<file path="config.mk">
export PLATFORM = sky130hd
export DESIGN_NAME = isa_variant_ctl
export DESIGN_NICKNAME = d
export VERILOG_FILES = /design/src/rtl/isa_variant_pkg.sv /design/src/rtl/isa_variant_fsm.sv /design/src/rtl/isa_vec_bank.sv /design/src/rtl/isa_dec_onehot.sv /design/src/rtl/isa_variant_ctl.sv
export SDC_FILE = /design/constraint.sdc
export NUM_CORES = 1
export LEC_CHECK = 0
export BUFFER_PORTS_ARGS = -buffer_cell sky130_fd_sc_hd__buf_4
export CAP_MARGIN = 20
export CORE_UTILIZATION = 54
export DETAILED_ROUTE_END_ITERATION = 10
export PLACE_DENSITY = 0.76
export SYNTH_ARGS = -nofsm -noshare
export SYNTH_HDL_FRONTEND = slang
export SYNTH_SLANG_ARGS = --single-unit
</file>
<file path="constraint.sdc">
create_clock -name clk -period 3.6 [get_ports clk]
set_input_delay 0.18 -clock clk [delete_from_list [all_inputs] [get_ports clk]]
set_output_delay 0.18 -clock clk [all_outputs]
set_load 0.02 [all_outputs]
</file>
<file path="src/rtl/isa_variant_pkg.sv">
package isa_variant_pkg;
    localparam int NKIND = 3;

    typedef enum logic [1:0] {
        VK_MACH = 2'd0,
        VK_SUPV = 2'd1,
        VK_USER = 2'd2,
        VK_NONE = 2'd3
    } vec_kind_e;

    typedef enum logic {
        SW_RUN    = 1'b0,
        SW_COMMIT = 1'b1
    } sw_state_e;
endpackage

</file>
<file path="src/rtl/isa_variant_fsm.sv">
module isa_variant_fsm
    import isa_variant_pkg::*;
#(
    parameter int              NVAR      = 4,
    parameter int              HALF_W    = 16,
    parameter logic [HALF_W-1:0] VENDOR_ID = 16'h05A1,
    parameter logic [HALF_W-1:0] ARCH_BASE = 16'h0100,
    localparam int             IDX_W     = $clog2(NVAR)
) (
    input  logic                clk,
    input  logic                rst_n,
    input  logic                id_wr_en,
    input  logic [2*HALF_W-1:0] id_wr_data,
    output logic [IDX_W-1:0]    active_idx,
    output logic                stall,
    output logic [2*HALF_W-1:0] id_rd_data
);
    sw_state_e          state_q, state_d;
    logic [IDX_W-1:0]   pend_q;
    logic [HALF_W-1:0]  arch_off;
    logic               wr_legal;

    assign arch_off = id_wr_data[HALF_W-1:0] - ARCH_BASE;
    assign wr_legal = (id_wr_data[2*HALF_W-1:HALF_W] == VENDOR_ID)
                   && (arch_off < HALF_W'(NVAR));

    always_comb begin
        state_d = state_q;
        unique case (state_q)
            SW_RUN:    if (id_wr_en && wr_legal) state_d = SW_COMMIT;
            SW_COMMIT: state_d = SW_RUN;
            default:   state_d = SW_RUN;
        endcase
    end

    always_ff @(posedge clk) begin
        if (!rst_n) begin
            state_q    <= SW_RUN;
            pend_q     <= '0;
            active_idx <= '0;
        end else begin
            state_q <= state_d;
            if (state_q == SW_RUN && id_wr_en && wr_legal)
                pend_q <= arch_off[IDX_W-1:0];
            if (state_q == SW_COMMIT)
                active_idx <= pend_q;
        end
    end

    always_comb begin
        stall = 1'b0;
        unique case (state_q)
            SW_RUN:    stall = 1'b0;
            SW_COMMIT: stall = 1'b1;
            default:   stall = 1'b0;
        endcase
        id_rd_data = {VENDOR_ID, ARCH_BASE + HALF_W'(active_idx)};
    end
endmodule

</file>
<file path="src/rtl/isa_vec_bank.sv">
module isa_vec_bank
    import isa_variant_pkg::*;
#(
    parameter int  NVAR  = 4,
    parameter int  XLEN  = 32,
    localparam int IDX_W = $clog2(NVAR)
) (
    input  logic             clk,
    input  logic             rst_n,
    input  logic             wr_en,
    input  logic [IDX_W-1:0] wr_var,
    input  logic [1:0]       wr_kind,
    input  logic [XLEN-1:0]  wr_data,
    input  logic [IDX_W-1:0] sel_var,
    input  logic             trap_req,
    input  logic [1:0]       trap_kind,
    output logic [XLEN-1:0]  trap_vec,
    output logic             trap_vec_valid
);
    logic [XLEN-1:0] bank [NVAR][NKIND];
    logic [XLEN-1:0] rd_val;

    always_comb begin
        unique case (vec_kind_e'(trap_kind))
            VK_MACH: rd_val = bank[sel_var][0];
            VK_SUPV: rd_val = bank[sel_var][1];
            VK_USER: rd_val = bank[sel_var][2];
            default: rd_val = '0;
        endcase
    end

    always_ff @(posedge clk) begin
        if (!rst_n) begin
            for (int v = 0; v < NVAR; v++)
                for (int k = 0; k < NKIND; k++)
                    bank[v][k] <= '0;
            trap_vec       <= '0;
            trap_vec_valid <= 1'b0;
        end else begin
            if (wr_en && wr_kind != VK_NONE)
                bank[wr_var][wr_kind] <= wr_data;
            trap_vec_valid <= trap_req;
            if (trap_req)
                trap_vec <= rd_val;
        end
    end
endmodule

</file>
<file path="src/rtl/isa_dec_onehot.sv">
module isa_dec_onehot #(
    parameter int  NVAR  = 4,
    localparam int IDX_W = $clog2(NVAR)
) (
    input  logic [IDX_W-1:0] active_idx,
    output logic [NVAR-1:0]  dec_en
);
    for (genvar g = 0; g < NVAR; g++) begin : g_en
        assign dec_en[g] = (active_idx == IDX_W'(g));
    end
endmodule

</file>
<file path="src/rtl/isa_variant_ctl.sv">
module isa_variant_ctl #(
    parameter int          NVAR      = 4,
    parameter int          XLEN      = 32,
    parameter logic [15:0] VENDOR_ID = 16'h05A1,
    parameter logic [15:0] ARCH_BASE = 16'h0100,
    localparam int         IDX_W     = $clog2(NVAR)
) (
    input  logic             clk,
    input  logic             rst_n,
    input  logic             id_wr_en,
    input  logic [31:0]      id_wr_data,
    output logic [31:0]      id_rd_data,
    input  logic             vec_wr_en,
    input  logic [IDX_W-1:0] vec_wr_var,
    input  logic [1:0]       vec_wr_kind,
    input  logic [XLEN-1:0]  vec_wr_data,
    input  logic             trap_req,
    input  logic [1:0]       trap_kind,
    output logic [XLEN-1:0]  trap_vec,
    output logic             trap_vec_valid,
    output logic [NVAR-1:0]  dec_en,
    output logic             stall
);
    logic [IDX_W-1:0] active_idx;

    isa_variant_fsm #(
        .NVAR(NVAR), .HALF_W(16), .VENDOR_ID(VENDOR_ID), .ARCH_BASE(ARCH_BASE)
    ) fsm_i (
        .clk(clk), .rst_n(rst_n), .id_wr_en(id_wr_en), .id_wr_data(id_wr_data),
        .active_idx(active_idx), .stall(stall), .id_rd_data(id_rd_data)
    );

    isa_vec_bank #(.NVAR(NVAR), .XLEN(XLEN)) bank_i (
        .clk(clk), .rst_n(rst_n), .wr_en(vec_wr_en), .wr_var(vec_wr_var),
        .wr_kind(vec_wr_kind), .wr_data(vec_wr_data), .sel_var(active_idx),
        .trap_req(trap_req), .trap_kind(trap_kind), .trap_vec(trap_vec),
        .trap_vec_valid(trap_vec_valid)
    );

    isa_dec_onehot #(.NVAR(NVAR)) dec_i (
        .active_idx(active_idx), .dec_en(dec_en)
    );
endmodule

</file>
==> results.json, run 1 <==
{
  "fin_nets": 1570,
  "start_util_pct": 55.1,
  "largest_net_degree_at_the_start_of_global_routing": 66,
  "vias": 11500,
  "core_sq_um": 34700,
  "crit_path_top_delay_cell": "and2_1",
  "drv.max_cap_violation_count": 0,
  "synth.top_cells.by_area": "edfxtp_1 60%, and2_1 13%, mux2i_1 10%, dfxtp_1 4.2%, a22oi_1 2.5%",
  "register_bit_count_reported_by_yosys": 424,
  "max_freq_mhz": 413,
  "netlist_top_cells_count": "388 x and2_1, 384 x edfxtp_1, 196 x mux2i_1",
  "post_placement_worst_setup_slack_ps": 970,
  "cts-root-to-sink-buffers": 3,
  "num_io_pins": 145,
  "critical_path.n_buffers_inverters": 1,
  "fp.dieArea_sq_um": 36200,
  "drt-pass1-iter-count": 5,
  "cts_buffers": 45,
  "tritoncts": "done",
  "buffer_ports.inserted": 114,
  "fin_util_pct": 63.1,
  "slew_headroom_pct": 23.1,
  "route.detailed.wl_per_inst_microns": 22.8,
  "critical_path_required_ps": 3990,
  "fin_setup_tns_ps": 0,
  "setup_ws_ps": 1180,
  "synth_top_family_by_area": "simple AND/OR/NAND/NOR gates",
  "power.leakage_nw": 7.55,
  "synth.most_common_cell": "and2_1",
  "clock_skew_ps": 9.60,
  "hold_viol_final": 0,
  "post_cts_resized": 0,
  "worstHoldPathType": "primary input to flop",
  "yosys_warns": 0,
  "cts.reportedPaths.clkPinSlew_ps": 60,
  "grt_pass1_vias": 11700,
  "globalplace.congestion": 0.785,
  "design_power_total_mw": 10.9,
  "complex_gate_fraction_of_the_synthesized_area_pct": 6.31,
  "cts.sink_count": 424,
  "routed_via_density": 5.79,
  "worstMarginPinSlew_ps": 1150,
  "layout-drive-gt1-share_pct": 15.6,
  "synth_edf_count": 384,
  "multiplexer_area_fraction_after_synthesis_pct": 10.3,
  "crit_chain": "and2_1, buf_4, a22oi_1, nand2_1, o21ai_0",
  "dominantRegCellSynth": "edfxtp_1",
  "synth_sequential_area_ratio_pct": 64.5,
  "worst-endpoint-arrival_ps": 2810,
  "min_period_over_period_pct": 67.2,
  "cts.root.buffer_cell": "clkbuf_16",
  "cp_top_family": "simple AND/OR/NAND/NOR gates",
  "finalCriticalPeriod_ps": 2420,
  "drc": 0,
  "grt_pass1_wl_microns": 68300,
  "pwr_density_cell_nw_per_um2": 500,
  "die_x_microns": 190,
  "synth_area_per_cell_sq_um": 13.5,
  "async_flop_share_pct": 0,
  "rsz0062_at_grt": "false",
  "mapped_cell_area_sq_um": 19100,
  "overall_die_height_microns": 190,
  "ys_types": 28,
  "synth_simple_gate_area_share_pct": 14.9,
  "synth_cells": 1418,
  "grt_remaining_overflow": 0,
  "detail-route-antenna-nets": 0,
  "grt_antenna_before_repair": 3,
  "post-synth-top-area-cell": "edfxtp_1",
  "run_status": "completed",
  "synth_adder_area_share_pct": 0,
  "synth_xor_area_share_pct": 0,
  "worstSkewPairLatency_ps": 540,
  "cts.htree.levels": 2,
  "end_kind": "flop",
  "yosysTopAreaCellShare_pct": 60.3,
  "area_growth_syn_to_layout_pct": 14.5,
  "global_route.usage.total_pct": 25.3,
  "detailedPlacementHpwl_microns": 27000,
  "dr.first_iter.drc_count": 897,
  "placement_rows": 68,
  "maximum_vdd_drop_mv": 0.398,
  "cpPeakStageDelay_ps": 960,
  "setup_viol": 0,
  "drv_slew": 0,
  "worstSetupStartpointType": "flop",
  "timing.critical_path.fanout_max": 20,
  "worst-setup-path-type": "flop to flop",
  "drt_wl_total_microns": 45300
}
-- registers in the layout, summed over array words and instances, names as in the netlist, named ones only --
register,flops
bank_i.bank,384
bank_i.trap_vec,32
fsm_i.active_idx,2
fsm_i.pend_q,2
bank_i.trap_vec_valid,1
fsm_i.state_q,1
-- final timing paths --
| path | startpoint | end | slack [ps] | cells after the start |
|---|---|---|---|---|
| worst max-delay path | flop | bank_i.trap_vec[31]$_SDFFE_PN0P_ | 1180 | 5 |
| worst min-delay path | vec_wr_data[9] | bank_i.bank[2][41]$_SDFFCE_PN0P_ | 20 | 2 |
| worst max register to register | flop | bank_i.trap_vec[31]$_SDFFE_PN0P_ | 1180 | 5 |
| worst min register to register | fsm_i.pend_q[0]$_SDFFE_PN0P_ | fsm_i.pend_q[0]$_SDFFE_PN0P_ | 460 | 2 |
-- cell families (layout without fill, tap and decap cells) --
family / count (synthesis) / count (layout)
AND/OR/NAND/NOR: 468 / 468
flip-flops: 424 / 424
multiplexers: 196 / 196
AO/OA/AOI/OAI: 169 / 169
buffers and inverters: 159 / 245
other: 2 / 32
-- routing by layer --
layer	wire length (microns)	GRT usage, %	up-vias
met1	18500	32.7	5764
li1	-	-	5234
met2	22300	43.1	431
met4	1220	8.49	0
met5	0	0	-
met3	3250	4.41	85
-- power by group --
group,leakage [nW],switching (mW),total [mW],internal [mW]
registers,3.99,0.0921,5.74,5.65
logic,2.85,0.451,0.683,0.232
clock network,0.709,1.80,4.52,2.71
-- placed cells by master (no fill, tap or decap), types with 30 or more instances in the layout --
master,count
mux2i_1,196
clkbuf_16,48
buf_4,148
o211ai_1,32
o221ai_1,32
dfxtp_1,39
and2_1,388
a22oi_1,64
o21ai_0,32
conb_1,30
edfxtp_1,384
nand2_1,38
-- layout make-up --
class                           count  area, sq um
Antenna cell                        2         5.00
Clock buffer                       74         1360
Clock inverter                     10         98.8
Fill cell                        2568        12800
Multi-Input combinational cell    863         6260
Sequential cell                   424        12300
Tap cell                          455          569
Timing Repair Buffer              161         1270
-- stage by stage --
stage	hold WS [ps]	std cells	area, sq um
2_1_floorplan	322	1446	19200
3_3_place_gp	444	1893	20300
3_5_place_dp	457	1893	20300
4_1_cts	1.18	1987	21900
5_1_grt	15.3	1987	21900
6_report	17.5	1989	21900
-- timing repair --
item                                   CTS  global route
endpoints found under the hold margin   48             0
hold buffers                            10             0
setup endpoints to repair                0             0
buffers inserted                         0             0
(Power assumes the default switching activity.)
==> inputs of run 2 (changes only) <==
--- a/config.mk
+++ b/config.mk
@@ -7,9 +7,9 @@
 export LEC_CHECK = 0
 export BUFFER_PORTS_ARGS = -buffer_cell sky130_fd_sc_hd__buf_4
 export CAP_MARGIN = 20
-export CORE_UTILIZATION = 54
+export CORE_UTILIZATION = 55
 export DETAILED_ROUTE_END_ITERATION = 10
-export PLACE_DENSITY = 0.76
+export PLACE_DENSITY = 0.74
 export SYNTH_ARGS = -nofsm -noshare
 export SYNTH_HDL_FRONTEND = slang
 export SYNTH_SLANG_ARGS = --single-unit
==> constraint.sdc (replaced) <==
create_clock -name clk -period 2.3 [get_ports clk]
set_input_delay 0.115 -clock clk [delete_from_list [all_inputs] [get_ports clk]]
set_output_delay 0.115 -clock clk [all_outputs]
set_load 0.02 [all_outputs]
==> run 2 against run 1 <==
Non-clock buffer count up 52. Flip-flop and latch count unchanged. Global-route usage up 0.62 points. Count of clock-buffer cells in the layout down 18. Routed wire length up 0.84%. Register-to-register slack worse by 730 ps. Combinational power up 67%.
==> results.json, run 2 (synthesis results as in run 1) <==
{
  "run_status": "completed",
  "cp_top_family": "simple AND/OR/NAND/NOR gates",
  "rsz0062_at_grt": "false",
  "largest_reg_flops": 384,
  "postCtsSetupRepairBufs": 0,
  "placement_rows": 67,
  "layout_common_cells": "388 x and2_1, 384 x edfxtp_1, 196 x mux2i_1",
  "num_io_pins": 145,
  "cts-root-to-sink-buffers": 3,
  "cts.htree.levels": 2,
  "worstMarginPinSlew_ps": 646,
  "min_period_over_period_pct": 80.5,
  "tritoncts": "done",
  "drt_wl_total_microns": 45700,
  "crit_path_top_delay_cell": "dlygate4sd3_1",
  "start_util_pct": 56.5,
  "cts.root.buffer_cell": "clkbuf_16",
  "worstSetupStartpointType": "flop",
  "hold_viol_final": 0,
  "placed_cell_area_sq_um": 20600,
  "detail-route-antenna-nets": 0,
  "grt_pass1_wl_microns": 69300,
  "multi_input_area_sq_um": 6270,
  "globalplace.congestion": 0.782,
  "cpPeakStageDelay_ps": 550,
  "post_cts_resized": 0,
  "stdcell_count": 2027,
  "crit_chain": "nor4bb_1, nand4_1, nor2_1, mux2i_1, dlygate4sd3_1",
  "layout.filler_cells": 2413,
  "dp.cells": 1912,
  "pwr_density_cell_nw_per_um2": 762,
  "dr.first_iter.drc_count": 1251,
  "cts.reportedPaths.clkPinSlew_ps": 60,
  "postLayoutCellArea_sq_um": 22400,
  "cts.sink_count": 424,
  "timing.critical_path.fanout_max": 4,
  "drt-pass1-iter-count": 6,
  "area_growth_syn_to_layout_pct": 17.2,
  "worstHoldPathType": "primary input to flop",
  "core_sq_um": 33900,
  "routed_via_density": 5.79,
  "final-seq-area_sq_um": 12300,
  "fin_util_pct": 66.2,
  "fp.dieArea_sq_um": 35500,
  "critical_path.n_buffers_inverters": 1,
  "slew_headroom_pct": 56.9,
  "fin_nets": 1620,
  "grt_pass1_vias": 11800,
  "final_common_cell": "and2_1",
  "critical_path_required_ps": 2770,
  "route.detailed.wl_per_inst_microns": 22.5,
  "end_kind": "flop",
  "largest_registers": "bank_i.bank: 384 flops, bank_i.trap_vec: 32 flops",
  "setup_viol": 0,
  "global_route.usage.total_pct": 25.9,
  "buffer_ports.inserted": 114,
  "drc": 0,
  "worst-setup-path-type": "flop to flop",
  "layout-drive-gt1-share_pct": 16.6,
  "grt_remaining_overflow": 0,
  "grt_antenna_before_repair": 1,
  "largest_net_degree_at_the_start_of_global_routing": 54,
  "worst-endpoint-arrival_ps": 2320,
  "overall_die_height_microns": 188,
  "cts_buffers": 43,
  "clock_skew_ps": 17.2,
  "die_x_microns": 188,
  "finalCriticalPeriod_ps": 1850,
  "drv.max_cap_violation_count": 0,
  "register_containing_the_most_flip_flops_in_the_final_layout": "bank_i.bank",
  "power.leakage_nw": 7.81,
  "max_freq_mhz": 540,
  "maximum_vdd_drop_mv": 0.635,
  "worstSkewPairLatency_ps": 540,
  "vias": 11700,
  "drv_slew": 0,
  "detailedPlacementHpwl_microns": 27000
}
-- run 2: cell types whose count changed in the layout (fill, tap and decap cells not counted), moves of 2 or more --
cell | previous run | this run
dlygate4sd3_1 | 10 | 36
buf_4 | 148 | 165
clkbuf_1 | 20 | 9
buf_12 | 3 | 12
clkinv_1 | 4 | 12
clkbuf_8 | 6 | 2
bufinv_16 | 2 | 5
clkbuf_16 | 48 | 45
clkinv_2 | 3 | 5
-- run 2: per-stage QoR --
| stage | setup WS, ps | hold WS, ps | TNS [ps] | power (mW) |
|---|---|---|---|---|
| after floorplan | -356 | 257 | -34130 | 9.72 |
| after global placement | 424 | 383 | 0 | 10.2 |
| after detailed placement | 388 | 384 | 0 | 10.2 |
| after CTS | 452 | 30.3 | 0 | 17.1 |
| after global routing | 235 | 80.1 | 0 | 17.5 |
| final | 448 | 44.5 | 0 | 17.1 |
-- run 2: final cells by class --
type                            count  area share, %
Sequential cell                   424           55.0
Multi-Input combinational cell    863           28.0
Timing Repair Buffer              213           8.20
Clock buffer                       56           5.30
Tap cell                          448           2.50
Clock inverter                     22          0.982
Antenna cell                        1         0.0112
-- run 2: worst paths after layout --
check | slack [ps] | endpoint | from | cells past startpoint
worst max-delay path | 450 | fsm_i.pend_q[0]$_SDFFE_PN0P_ | fsm_i.state_q$_SDFF_PP0_ | 5
worst min-delay path | 40 | fsm_i.state_q$_SDFF_PP0_ | id_wr_data[22] | 5
worst max register to register | 450 | fsm_i.pend_q[0]$_SDFFE_PN0P_ | fsm_i.state_q$_SDFF_PP0_ | 5
worst min register to register | 500 | bank_i.trap_vec[15]$_SDFFE_PN0P_ | bank_i.trap_vec[15]$_SDFFE_PN0P_ | 2
-- run 2: worst register-to-register path, delay by kind of cell (launching register included) --
family,cells,cell delay (ps)
buffers and inverters,1,550
flip-flops,1,360
AND/OR/NAND/NOR,3,670
multiplexers,1,220
-- run 2: metal layers --
layer  global-route usage [%]  part of all wire [%]
met1                     35.3                    41
met3                     4.34                   7.9
met4                     6.45                   2.0
met5                        0                     0
met2                     43.4                    49
-- run 2: where the power goes --
part / internal (mW) / total [mW] / switching [mW]
Combinational: 0.410 / 1.14 / 0.729
Sequential: 8.84 / 8.98 / 0.143
Clock: 4.18 / 6.97 / 2.79
Total: 13.4 / 17.1 / 3.67
-- run 2: repair_timing --
| item | 4_1_cts | 5_1_grt |
|---|---|---|
| endpoints found under the hold margin | 363 | 0 |
| hold buffers | 36 | 0 |
| endpoints found under the setup margin | 0 | 0 |
